===== config.mk =====
export PLATFORM = sky130hd
export DESIGN_NAME = bds_seq
export DESIGN_NICKNAME = d
export VERILOG_FILES = /design/src/rtl/bds_pkg.sv /design/src/rtl/bds_ctrl.sv /design/src/rtl/bds_datapath.sv /design/src/rtl/bds_seq.sv
export SDC_FILE = /design/constraint.sdc
export NUM_CORES = 1
export LEC_CHECK = 0
export BUFFER_PORTS_ARGS = -buffer_cell sky130_fd_sc_hd__buf_4
export CAP_MARGIN = 20
export CELL_PAD_IN_SITES_DETAIL_PLACEMENT = 0
export CELL_PAD_IN_SITES_GLOBAL_PLACEMENT = 1
export CORE_MARGIN = 2
export CORE_UTILIZATION = 42
export CTS_CLUSTER_SIZE = 16
export DETAILED_ROUTE_END_ITERATION = 8
export PLACE_DENSITY_LB_ADDON = 0.25
export SLEW_MARGIN = 10
export SYNTH_ARGS = -nofsm -noshare
export SYNTH_HDL_FRONTEND = slang
export SYNTH_SLANG_ARGS = --single-unit

===== constraint.sdc =====
create_clock -name clk -period 2.59 [get_ports clk]
set_input_delay 0.259 -clock clk [delete_from_list [all_inputs] [get_ports clk]]
set_output_delay 0.259 -clock clk [all_outputs]
set_load 0.02 [all_outputs]

===== src/rtl/bds_pkg.sv =====
`timescale 1ns/1ps
package bds_pkg;

  typedef enum logic [3:0] {
    CLS_OTHER      = 4'd0,
    CLS_JUMP       = 4'd1,
    CLS_BR_ALWAYS  = 4'd2,
    CLS_CALL_IMM   = 4'd3,
    CLS_CALL_REG   = 4'd4,
    CLS_RET_SUB    = 4'd5,
    CLS_RET_EXC    = 4'd6,
    CLS_BR_TRUE    = 4'd7,
    CLS_BR_FALSE   = 4'd8,
    CLS_BR_TRUE_S  = 4'd9,
    CLS_BR_FALSE_S = 4'd10
  } branchClass_e;

  // strobes from control to datapath
  typedef struct packed {
    logic advance;      // fetchPc <= fetchPc + step
    logic takeTarget;   // fetchPc <= targetAddr (immediate redirect)
    logic takeLatched;  // fetchPc <= captured target (end of slot)
    logic latchTarget;  // capture targetAddr for a later redirect
  } seqStrobes_t;

  function automatic logic isAlwaysDelayed(input logic [3:0] c);
    return (c >= 4'd1) && (c <= 4'd6);
  endfunction

  function automatic logic isBranch(input logic [3:0] c);
    return (c >= 4'd1) && (c <= 4'd10);
  endfunction

endpackage


===== src/rtl/bds_ctrl.sv =====
`timescale 1ns/1ps
module bds_ctrl
  import bds_pkg::*;
(
  input  logic        clk,
  input  logic        rstN,
  input  logic        instValid,
  input  logic [3:0]  instClass,
  input  logic        tFlag,
  output seqStrobes_t strobes,
  output logic        flushNext,
  output logic        slotIllegal,
  output logic        slotPending
);

  logic condMet;
  logic delayedTaken;
  logic directTaken;
  logic pendingNext;

  // condition evaluation: true-variants test tFlag=1, false-variants tFlag=0
  always_comb begin
    unique case (instClass)
      CLS_BR_TRUE, CLS_BR_TRUE_S:   condMet = tFlag;
      CLS_BR_FALSE, CLS_BR_FALSE_S: condMet = ~tFlag;
      default:                      condMet = 1'b0;
    endcase
  end

  always_comb begin
    delayedTaken = isAlwaysDelayed(instClass) ||
                   (((instClass == CLS_BR_TRUE_S) || (instClass == CLS_BR_FALSE_S)) && condMet);
    directTaken  = ((instClass == CLS_BR_TRUE) || (instClass == CLS_BR_FALSE)) && condMet;
  end

  always_comb begin
    strobes     = '0;
    flushNext   = 1'b0;
    slotIllegal = 1'b0;
    pendingNext = slotPending;
    if (instValid) begin
      if (slotPending) begin
        // slot instruction issues: apply the captured redirect only
        strobes.takeLatched = 1'b1;
        slotIllegal         = isBranch(instClass);
        pendingNext         = 1'b0;
      end else if (directTaken) begin
        strobes.takeTarget = 1'b1;
        flushNext          = 1'b1;
      end else if (delayedTaken) begin
        strobes.latchTarget = 1'b1;
        strobes.advance     = 1'b1;
        pendingNext         = 1'b1;
      end else begin
        strobes.advance = 1'b1;
      end
    end
  end

  always_ff @(posedge clk or negedge rstN) begin
    if (!rstN) slotPending <= 1'b0;
    else       slotPending <= pendingNext;
  end

endmodule


===== src/rtl/bds_datapath.sv =====
`timescale 1ns/1ps
module bds_datapath
  import bds_pkg::*;
#(
  parameter int unsigned ADDR_W     = 32,
  parameter int unsigned INST_BYTES = 2,
  parameter logic [ADDR_W-1:0] RESET_PC = '0
) (
  input  logic              clk,
  input  logic              rstN,
  input  seqStrobes_t       strobes,
  input  logic [ADDR_W-1:0] targetAddr,
  output logic [ADDR_W-1:0] fetchPc
);

  localparam logic [ADDR_W-1:0] STEP = ADDR_W'(INST_BYTES);

  logic [ADDR_W-1:0] heldTarget;
  logic [ADDR_W-1:0] seqPc;

  assign seqPc = fetchPc + STEP;

  always_ff @(posedge clk or negedge rstN) begin
    if (!rstN) begin
      fetchPc <= RESET_PC;
    end else if (strobes.takeLatched) begin
      fetchPc <= heldTarget;
    end else if (strobes.takeTarget) begin
      fetchPc <= targetAddr;
    end else if (strobes.advance) begin
      fetchPc <= seqPc;
    end
  end

  always_ff @(posedge clk or negedge rstN) begin
    if (!rstN)                    heldTarget <= '0;
    else if (strobes.latchTarget) heldTarget <= targetAddr;
  end

endmodule


===== src/rtl/bds_seq.sv =====
`timescale 1ns/1ps
module bds_seq
  import bds_pkg::*;
#(
  parameter int unsigned ADDR_W     = 32,
  parameter int unsigned INST_BYTES = 2,
  parameter logic [ADDR_W-1:0] RESET_PC = ADDR_W'(32'h0000_1000)
) (
  input  logic              clk,
  input  logic              rstN,
  input  logic              instValid,
  input  logic [3:0]        instClass,
  input  logic              tFlag,
  input  logic [ADDR_W-1:0] targetAddr,
  output logic [ADDR_W-1:0] fetchPc,
  output logic              flushNext,
  output logic              slotIllegal,
  output logic              slotPending
);

  seqStrobes_t strobes;

  bds_ctrl ctrl_i (
    .clk         (clk),
    .rstN        (rstN),
    .instValid   (instValid),
    .instClass   (instClass),
    .tFlag       (tFlag),
    .strobes     (strobes),
    .flushNext   (flushNext),
    .slotIllegal (slotIllegal),
    .slotPending (slotPending)
  );

  bds_datapath #(
    .ADDR_W     (ADDR_W),
    .INST_BYTES (INST_BYTES),
    .RESET_PC   (RESET_PC)
  ) dp_i (
    .clk        (clk),
    .rstN       (rstN),
    .strobes    (strobes),
    .targetAddr (targetAddr),
    .fetchPc    (fetchPc)
  );

endmodule


; Yosys cells after proc, flatten, opt, wreduce, memory -nomap -nowiden
; Index checks and enable logic that the tools add are counted.
[totals]
reg_bits = 65
input_bits = 40
output_inout_bits = 35
word_cells = 38
[op_classes]
add_sub_neg = 1
magnitude_cmp = 3
eq_ne = 4
mux = 16
n_bitwise = 1
n_reduce_logical = 10
[ops]
columns = cell, count
row1 = $mux 32, 3
row2 = $add 32x2->32 const B, 1
row3 = $eq 4x4->1 const B, 3
row4 = $mux 1, 10
row5 = $eq 4x3->1 const B, 1
row6 = $ge 4x1->1 const B, 1
row7 = $le 4x3->1 const B, 1
row8 = $le 4x4->1 const B, 1
row9 = $logic_and 1x1->1, 4
row10 = $mux 4, 1
row11 = $reduce_or 2->1, 2
row12 = $logic_or 1x1->1, 3
row13 = $reduce_bool 3->1, 1
row14 = $mux 2, 1
row15 = $pmux 1 s2, 1
row16 = $not 1->1, 1

; Longest topological paths before layout
; Gate-level depths: netlist of run 1.
[depth]
word_depth = 12
ltp_mapped = 7
depth_no_buf = 6

; Modules after synthesis
; Synthesis of run 1 repeated with hierarchy kept, for this count alone.
[unflattened]
hier_cells = 391
hier_area_um2 = 3749.8
[by_module_without_submodules]
columns = mod, n_inst, cells_each, area_per_inst_um2, seq_area_each_um2
row1 = bds_datapath, 1, 370, 3584.7, 1602.8
row2 = bds_ctrl, 1, 21, 165.2, 25.0

; Worst setup path before layout of run 1
; No wires, ideal clock.
[synth_timing]
path_kind = register to register
startpoint = register dp_i.fetchPc[12]
endpoint = register dp_i.fetchPc[24]
setup_time_ps = 124
arrival_time_ps = 2158
required_time_ps = 2466
setup_slack_ps = 308
stages_incl_launch_ff = 6
n_path_buf = 0
synth_period_minus_slack_ps = 2282
cell_sequence = dfstp_2 nand3_1 or4_4 or4_1 a21o_1 a211o_1
[synth_between]
elab_chain_len = 4
[synth_rtl]
columns = element, line
row1 = start: declaration, bds_datapath.sv:13  ; output logic [ADDR_W-1:0] fetchPc
row2 = start signal: assignment, bds_datapath.sv:27  ; fetchPc <= heldTarget;
row3 = start signal: assignment, bds_datapath.sv:29  ; fetchPc <= targetAddr;
row4 = start signal: assignment, bds_datapath.sv:31  ; fetchPc <= seqPc;
row5 = $add 32x2->32, bds_datapath.sv:21  ; assign seqPc = fetchPc + STEP;
row6 = $mux 32, bds_datapath.sv:30  ; end else if (strobes.advance) begin
row7 = $mux 32, bds_datapath.sv:28  ; end else if (strobes.takeTarget) begin
row8 = $mux 32, bds_datapath.sv:26  ; end else if (strobes.takeLatched) begin
; No other way between the ends. The select of a mux whose other input is x is not followed.
; A chain may end at the register's enable or synchronous reset.

; Worst setup path after layout of run 1
; Same ends and word-level chain as after synthesis.

==> impl_results.md, run 1 <==
* CTS tree: built
* Layout Cells excl Fill at about 570
* Chip width at around 100 µm
* Initial antenna violation count at 0
* DRC violations left at 0
* Worst Setup Path Type: flop to flop
* Reg-to-reg critical path startpoint: dp_i.fetchPc[12]$_DFFE_PN1P_
* Setup Total Neg Slack at 0 ns
* Cts hold-fix bufs at 0
* # diodes at 0
* Crit end category: flop
* Register-to-Register Setup Slack at 0.15 ns
* Mapped Cells at slightly below 400
* Synthesis-stage register bit count at 65
* CTS H-Tree Depth at 3
* Final setup fails at 0
* Yosys cell types at 47
* Sequential Power Share at 42.0%
* Vias in the first global route at roughly 3.3k
* Worst path arrival time at around 2.7 ns
* Critical path data required time at ~2.8 ns
* First-pass GRT wire length at between 15 and 20 mm
* Vias at 3403
* Post-Synthesis Cell Area at 3660 µm²
* Startpoint Class: flop
* Tmin final at 2.44 ns
* Starting density of the core at a little over two fifths
* DIE AREA at around 9500 µm²
* Worst vdd ir at roughly 430 µV
* Post-synth EDFFs at 0
* Final net count at between 500 and 600
* Leak at around 2.0 nW
* Rows at 34
* CTS max path bufs at 2
* Die Height at about 97 µm
* Least-Margin Pin Slew at 0.868 ns
* Combinational share of power at roughly a third
* Hpwl dp at between 6 and 7 mm
* RSZ-0062 raised after global routing: false
* WL/cell at between 15 and 20 µm
* Fmax at 410 MHz
* CTS Sinks at 65
* Clock root buffer: clkbuf_8
* Clk slew on worst S/H paths at 0.07 ns
* Port Buffers at 74
* Worst slew margin at between 40 and 50%
* Power Total at ~3.9 mW
* Ys flop type: dfrtp_1
* Final WS setup at ~0.15 ns
* Hold WC Path Type: input pin to asynchronous set/reset pin
* Seq/Total Area, Yosys at 44.5%
* Cell-internal power at about 2.6 mW
* Worst reg2reg path depth at 5
* Area leader, netlist: dfrtp_1
* Post-Syn Nets at 430
* Crit path max fanout at 12
* Dominant cells by area after synthesis: dfrtp_1 44%, mux2_2 9.9%, nand2_1 3.9%
* Ys async rst share at 100%
* Setup WS pre-CTS at slightly below 0.2 ns
* Switching power at between 1 and 1.5 mW
* Pre-antenna DRT Iters at 7
* Initial drt markers at between 200 and 250
* # IOs at 75
* Status: finished, final reports clean
* Core area at ~8600 µm²
* Clock buffer count from CTS at 9
* # fillers at 820
* Reg2reg end: dp_i.fetchPc[24]$_DFFE_PN0P_
* Vias/cell at between 5 and 6
* Layout cells sized above 1 at a little under a third
* Tcrit/Tclk final at 94.1%
* Synth top area share at a little over two fifths
* Avg Inst Size Synth at roughly 9.4 µm²
* Area grow syn2layout at 25.6%
* Clock share of power at approximately 26%
* Overflow after GRT at 0
* Antenna Violating Nets Remaining at 0
* Final hold violation count at 0
* Yosys warns at 0
* Worst-Skew Late Latency at around 0.34 ns
* Max-cap violations at 0
* Max Slew Vio Count at 0
* Post_cts resized at 0
* Sw Share at 34.7%
* Gp weighted congestion at 0.853
* Pin count of the biggest net entering global routing at 66
* Postcts setup bufs at 0
* Inst Count DP at 557
* Power Density at around 850 nW/µm²
* Post-Route WL at slightly above 10 mm
* Skew final at roughly 0.012 ns
* GRT Resource Usage Total at around 22%
[critical path: stages (launching register included)]
cell and delay [ns]:
dfstp_2 0.58, nand3_1 0.14, or4_4 0.65, or4_1 0.46, a21o_1 0.20, a211o_1 0.29
[placed cells by master (no fill, tap or decap), drive strengths merged, types with 4 or more instances in the layout]
| cell type | Yosys | final |
|---|---|---|
| nand2 | 38 | 38 |
| o21ai | 28 | 28 |
| nor2 | 24 | 24 |
| nand4 | 9 | 9 |
| nor3 | 7 | 7 |
| nand3 | 19 | 19 |
| nor4 | 11 | 11 |
| nor3b | 4 | 4 |
| nor2b | 4 | 4 |
| o22ai | 7 | 7 |
| dfrtp | 64 | 64 |
| and2 | 5 | 5 |
| inv | 4 | 4 |
| and3 | 11 | 11 |
| a221o | 10 | 10 |
| clkbuf | 23 | 13 |
| buf | 6 | 89 |
| a21oi | 19 | 19 |
| a31oi | 14 | 14 |
| xnor2 | 6 | 6 |
| a211o | 5 | 5 |
| xor2 | 4 | 4 |
| mux2 | 32 | 32 |
[flip-flops by register name, indices dropped and copies added, names as in the netlist]
| name | count |
|---|---|
| ctrl_i.slotPending | 1 |
| dp_i.fetchPc | 32 |
| dp_i.heldTarget | 32 |
[cell families after synthesis]
family	after synthesis	synth area share, %
multiplexers	33	10.1
buffers and inverters	34	3.70
adder cells (fa/ha/maj)	1	0.342
XOR/XNOR	10	2.40
flip-flops	65	44.5
AND/OR/NAND/NOR	140	19.6
AO/OA/AOI/OAI	106	19.3
[metrics by stage]
stage	instance area (µm²)	util (%)	hold WS, ns
CTS	4590	53.4	0.0497
finish	4590	53.4	0.0105
global placement	4360	50.8	0.432
floorplan	3660	-	-0.0366
detailed placement	4360	50.8	0.427
global route	4590	53.4	0.0841
[power by group through the flow]
stage                     combinational (mW)  sequential (mW)  clock (mW)
after floorplan                        0.641             1.74           0
after global placement                  1.25             1.64           0
after detailed placement                1.26             1.66           0
after CTS                               1.27             1.64        1.03
after global routing                    1.36             1.69        1.07
final                                   1.26             1.64        1.01
[per-layer routing]
layer | vias up | routed length [µm] | track usage [%]
li1 | 1594 | - | -
met1 | 1687 | 4820 | 31.6
met2 | 108 | 4710 | 33.0
met3 | 14 | 540 | 4.39
met4 | 0 | 157 | 8.65
met5 | - | 0 | 0
[worst max path at each step]
| stage | slack, ns | from | end | cells after the start |
|---|---|---|---|---|
| floorplan | 0.31 | dp_i.fetchPc[12]$_DFFE_PN1P_ | dp_i.fetchPc[24]$_DFFE_PN0P_ | 5 |
| global placement | 0.25 | dp_i.fetchPc[12]$_DFFE_PN1P_ | dp_i.fetchPc[24]$_DFFE_PN0P_ | 5 |
| detailed placement | 0.19 | dp_i.fetchPc[12]$_DFFE_PN1P_ | dp_i.fetchPc[24]$_DFFE_PN0P_ | 5 |
| CTS | 0.17 | dp_i.fetchPc[12]$_DFFE_PN1P_ | dp_i.fetchPc[24]$_DFFE_PN0P_ | 5 |
| global route | 0.06 | dp_i.fetchPc[12]$_DFFE_PN1P_ | dp_i.fetchPc[24]$_DFFE_PN0P_ | 5 |
| finish | 0.15 | dp_i.fetchPc[12]$_DFFE_PN1P_ | dp_i.fetchPc[24]$_DFFE_PN0P_ | 5 |
[final cells by class]
type	count	area (µm²)	area share, %
clock inverter	2	60.1	1.31
multi-input combinational	290	1910	41.6
clock buffer	13	169	3.68
inverter	5	18.8	0.409
timing repair buffer	89	668	14.6
tap	108	135	2.94
sequential	65	1630	35.5
[synth_stat cells (all sizes together), types with 2 or more instances]
cell type / count
nor2: 24
dfrtp: 64
nor2b: 4
a221oi: 3
nor3b: 4
o22ai: 7
nor3: 7
o221ai: 3
xor2: 4
inv: 4
and2: 5
or4: 3
a2bb2oi: 2
nor4: 11
a31oi: 14
o22a: 2
clkbuf: 23
xnor2: 6
buf: 6
a21o: 2
mux2: 32
o211ai: 3
nand4: 9
or3: 3
a211o: 5
a21oi: 19
and3: 11
o21ai: 28
a221o: 10
nand3: 19
nand2: 38
a211oi: 2
Power figures use the tool's default switching activity.
==> run 2: changes to the inputs <==
--- a/config.mk
+++ b/config.mk
@@ -10,7 +10,8 @@
 export CELL_PAD_IN_SITES_DETAIL_PLACEMENT = 0
 export CELL_PAD_IN_SITES_GLOBAL_PLACEMENT = 1
 export CORE_MARGIN = 2
-export CORE_UTILIZATION = 42
+export CORE_UTILIZATION = 27
+export CTS_BUF_LIST = sky130_fd_sc_hd__clkbuf_8
 export CTS_CLUSTER_SIZE = 16
 export DETAILED_ROUTE_END_ITERATION = 8
 export PLACE_DENSITY_LB_ADDON = 0.25
==> run 2 against run 1 <==
Net effect: setup slack improved by 0.12 ns; largest power group unchanged; fmax increased by 5.2%; critical path type unchanged; clock-buffer cell count shrank 2; flip-flop and latch count unchanged.
==> impl_results.md, run 2 (synthesis gave the netlist of run 1 again) <==
* Pin count of the biggest net entering global routing at 66 (unchanged)
* Initial antenna violation count at 0 (unchanged)
* Rows at 42 (+24%)
* Commonest non-fill, non-tap cells in the layout: 89 x buf_4, 64 x dfrtp_1, 38 x nand2_1
* Cts hold-fix bufs at 0 (unchanged)
* Layout Cells excl Fill at 640 (+12%)
* # diodes at 0 (unchanged)
* Final setup fails at 0 (unchanged)
* Clock root buffer: clkbuf_8
* Vias at 3355 (-1.4%)
* Vias/cell at 5.24 (-12%)
* CTS H-Tree Depth at 3 (unchanged)
* Top flop regs: dp_i.fetchPc (32), dp_i.heldTarget (32), ctrl_i.slotPending (1)
* First-pass GRT wire length at 18.5 mm (+10%)
* RSZ-0062 raised after global routing: false
* Worst reg2reg path depth at 6 (+1)
* Fin util at 35.1% (-18 points)
* Worst vdd ir at 251 µV (-42%)
* # IOs at 75 (unchanged)
* WHS at 0.0215 ns (+0.0109 ns)
* Vias in the first global route at 3478 (+4.3%)
* Status: finished, final reports clean
* DRC violations left at 0 (unchanged)
* Gp weighted congestion at 0.859 (+0.76%)
* CTS tree: built
* Startpoint Class: flop
* Overflow after GRT at 0 (unchanged)
* Fmax at 432 MHz (+5.2%)
* Final hold violation count at 0 (unchanged)
* Post_cts resized at 0 (unchanged)
* Worst-Skew Late Latency at 0.35 ns (about the same)
* Hpwl dp at 7.67 mm (+11%)
* Least-Margin Pin Slew at 0.890 ns (+0.0221 ns)
* Max Slew Vio Count at 0 (unchanged)
* Clock share of power at 23.4% (-2.5 points)
* Combinational share of power at 33.6% (+1.5 points)
* Skew final at 0.00866 ns (-0.00344 ns)
* Tmin final at 2.32 ns (-0.121 ns)
* Port Buffers at 74 (unchanged)
* CTS Sinks at 65 (unchanged)
* Antenna Violating Nets Remaining at 0 (unchanged)
* Final WS setup at 0.273 ns (+0.121 ns)
* WL/cell at 17.5 µm (-2.4%)
* Crit path max fanout at 11 (-1)
* Inst Count DP at 625 (+12%)
* Register-to-Register Setup Slack at 0.27 ns (+0.12 ns)
* Pre-antenna DRT Iters at 4 (-3)
* Switching power at 1.38 mW (+1.9%)
* Crit end category: flop
* Core area at 13200 µm² (+54%)
* Setup Total Neg Slack at 0 ns (unchanged)
* Commonest non-fill, non-tap cell in the layout: buf_4
* Chip width at 120 µm (+24%)
* Max-cap violations at 0 (unchanged)
* Post-Route WL at 11.2 mm (+9.3%)
* Hold WC Path Type: input pin to asynchronous set/reset pin
* Leak at 1.95 nW (-0.50%)
* Tcrit/Tclk final at 89.5% (-4.7 points)
* Initial drt markers at 208 (-13%)
* Reg2reg end: dp_i.fetchPc[28]$_DFFE_PN0P_
* Reg-to-reg critical path startpoint: dp_i.fetchPc[12]$_DFFE_PN1P_
* Worst slew margin at 40.7% (-1.5 points)
* DIE AREA at 14500 µm² (+53%)
* Worst path arrival time at 2.56 ns (-0.10 ns)
* Die Height at 120 µm (+24%)
* Power Density at 820 nW/µm² (-3.7%)
* Sequential Power Share at 43.1% (+1.1 points)
* Clk slew on worst S/H paths at 0.07 ns (about the same)
* Setup WS pre-CTS at 0.315 ns (+0.122 ns)
* Worst Setup Path Type: flop to flop
* Area grow syn2layout at 27.0%
* Sw Share at 36.3% (+1.6 points)
* CTS max path bufs at 2 (unchanged)
* Clock buffer count from CTS at 9 (unchanged)
* GRT Resource Usage Total at 16.4% (-5.7 points)
* Critical path data required time at 2.83 ns (+0.02 ns)
* Starting density of the core at 27.6% (-15 points)
* Layout cells sized above 1 at 30.6% (unchanged)
* Cell-internal power at 2.42 mW (-5.1%)
* Postcts setup bufs at 0 (unchanged)
* Final net count at 501 (unchanged)
run 2: worst max-delay path by stage:
| stage | start | to | slack (ns) | cells past startpoint |
|---|---|---|---|---|
| finish | dp_i.fetchPc[12]$_DFFE_PN1P_ | dp_i.fetchPc[28]$_DFFE_PN0P_ | 0.27 | 6 |
| global route | dp_i.fetchPc[12]$_DFFE_PN1P_ | dp_i.fetchPc[28]$_DFFE_PN0P_ | 0.13 | 6 |
| CTS | dp_i.fetchPc[12]$_DFFE_PN1P_ | dp_i.fetchPc[30]$_DFFE_PN0P_ | 0.30 | 6 |
| detailed placement | dp_i.fetchPc[12]$_DFFE_PN1P_ | dp_i.fetchPc[29]$_DFFE_PN0P_ | 0.32 | 6 |
| global placement | dp_i.fetchPc[12]$_DFFE_PN1P_ | dp_i.fetchPc[28]$_DFFE_PN0P_ | 0.34 | 6 |
| floorplan | dp_i.fetchPc[12]$_DFFE_PN1P_ | dp_i.fetchPc[24]$_DFFE_PN0P_ | 0.31 | 5 |
run 2: stage by stage:
stage               total power [mW]  cell area [µm²]
finish                          3.81             4640
global route                    4.06             4640
CTS                             3.85             4640
detailed placement              2.95             4450
global placement                2.92             4450
floorplan                       2.38             3660
run 2: cell type report:
| cell class | instances | area, µm² |
|---|---|---|
| inverters | 5 | 18.8 |
| repair buffers | 89 | 668 |
| well taps | 176 | 220 |
| clock buffers | 11 | 151 |
| flip-flops and latches | 65 | 1630 |
| clock inverters | 4 | 43.8 |
| fillers | 1393 | 8600 |
| multi-input cells | 290 | 1910 |
run 2: power by group through the flow:
stage          Clock (mW)  Sequential (mW)  Combinational (mW)
3_5_place_dp            0             1.66                1.29
4_1_cts             0.919             1.64                1.30
3_3_place_gp            0             1.64                1.28
5_1_grt             0.955             1.70                1.40
6_report            0.889             1.64                1.28
2_1_floorplan           0             1.74               0.641
run 2: worst max-delay path, stage by stage, from the launching register on:
cell	delay, ns
dfstp_2	0.57
nand3_1	0.13
or4_4	0.56
buf_4	0.19
nor4_1	0.27
o21ai_0	0.12
a221o_1	0.36
run 2: metal layers:
metal / vias up / track usage, % / wire (µm)
met5: - / 0 / 0
met4: 0 / 6.03 / 231
met3: 14 / 3.96 / 549
met2: 82 / 25.5 / 4990
met1: 1658 / 22.0 / 5410
li1: 1601 / - / -
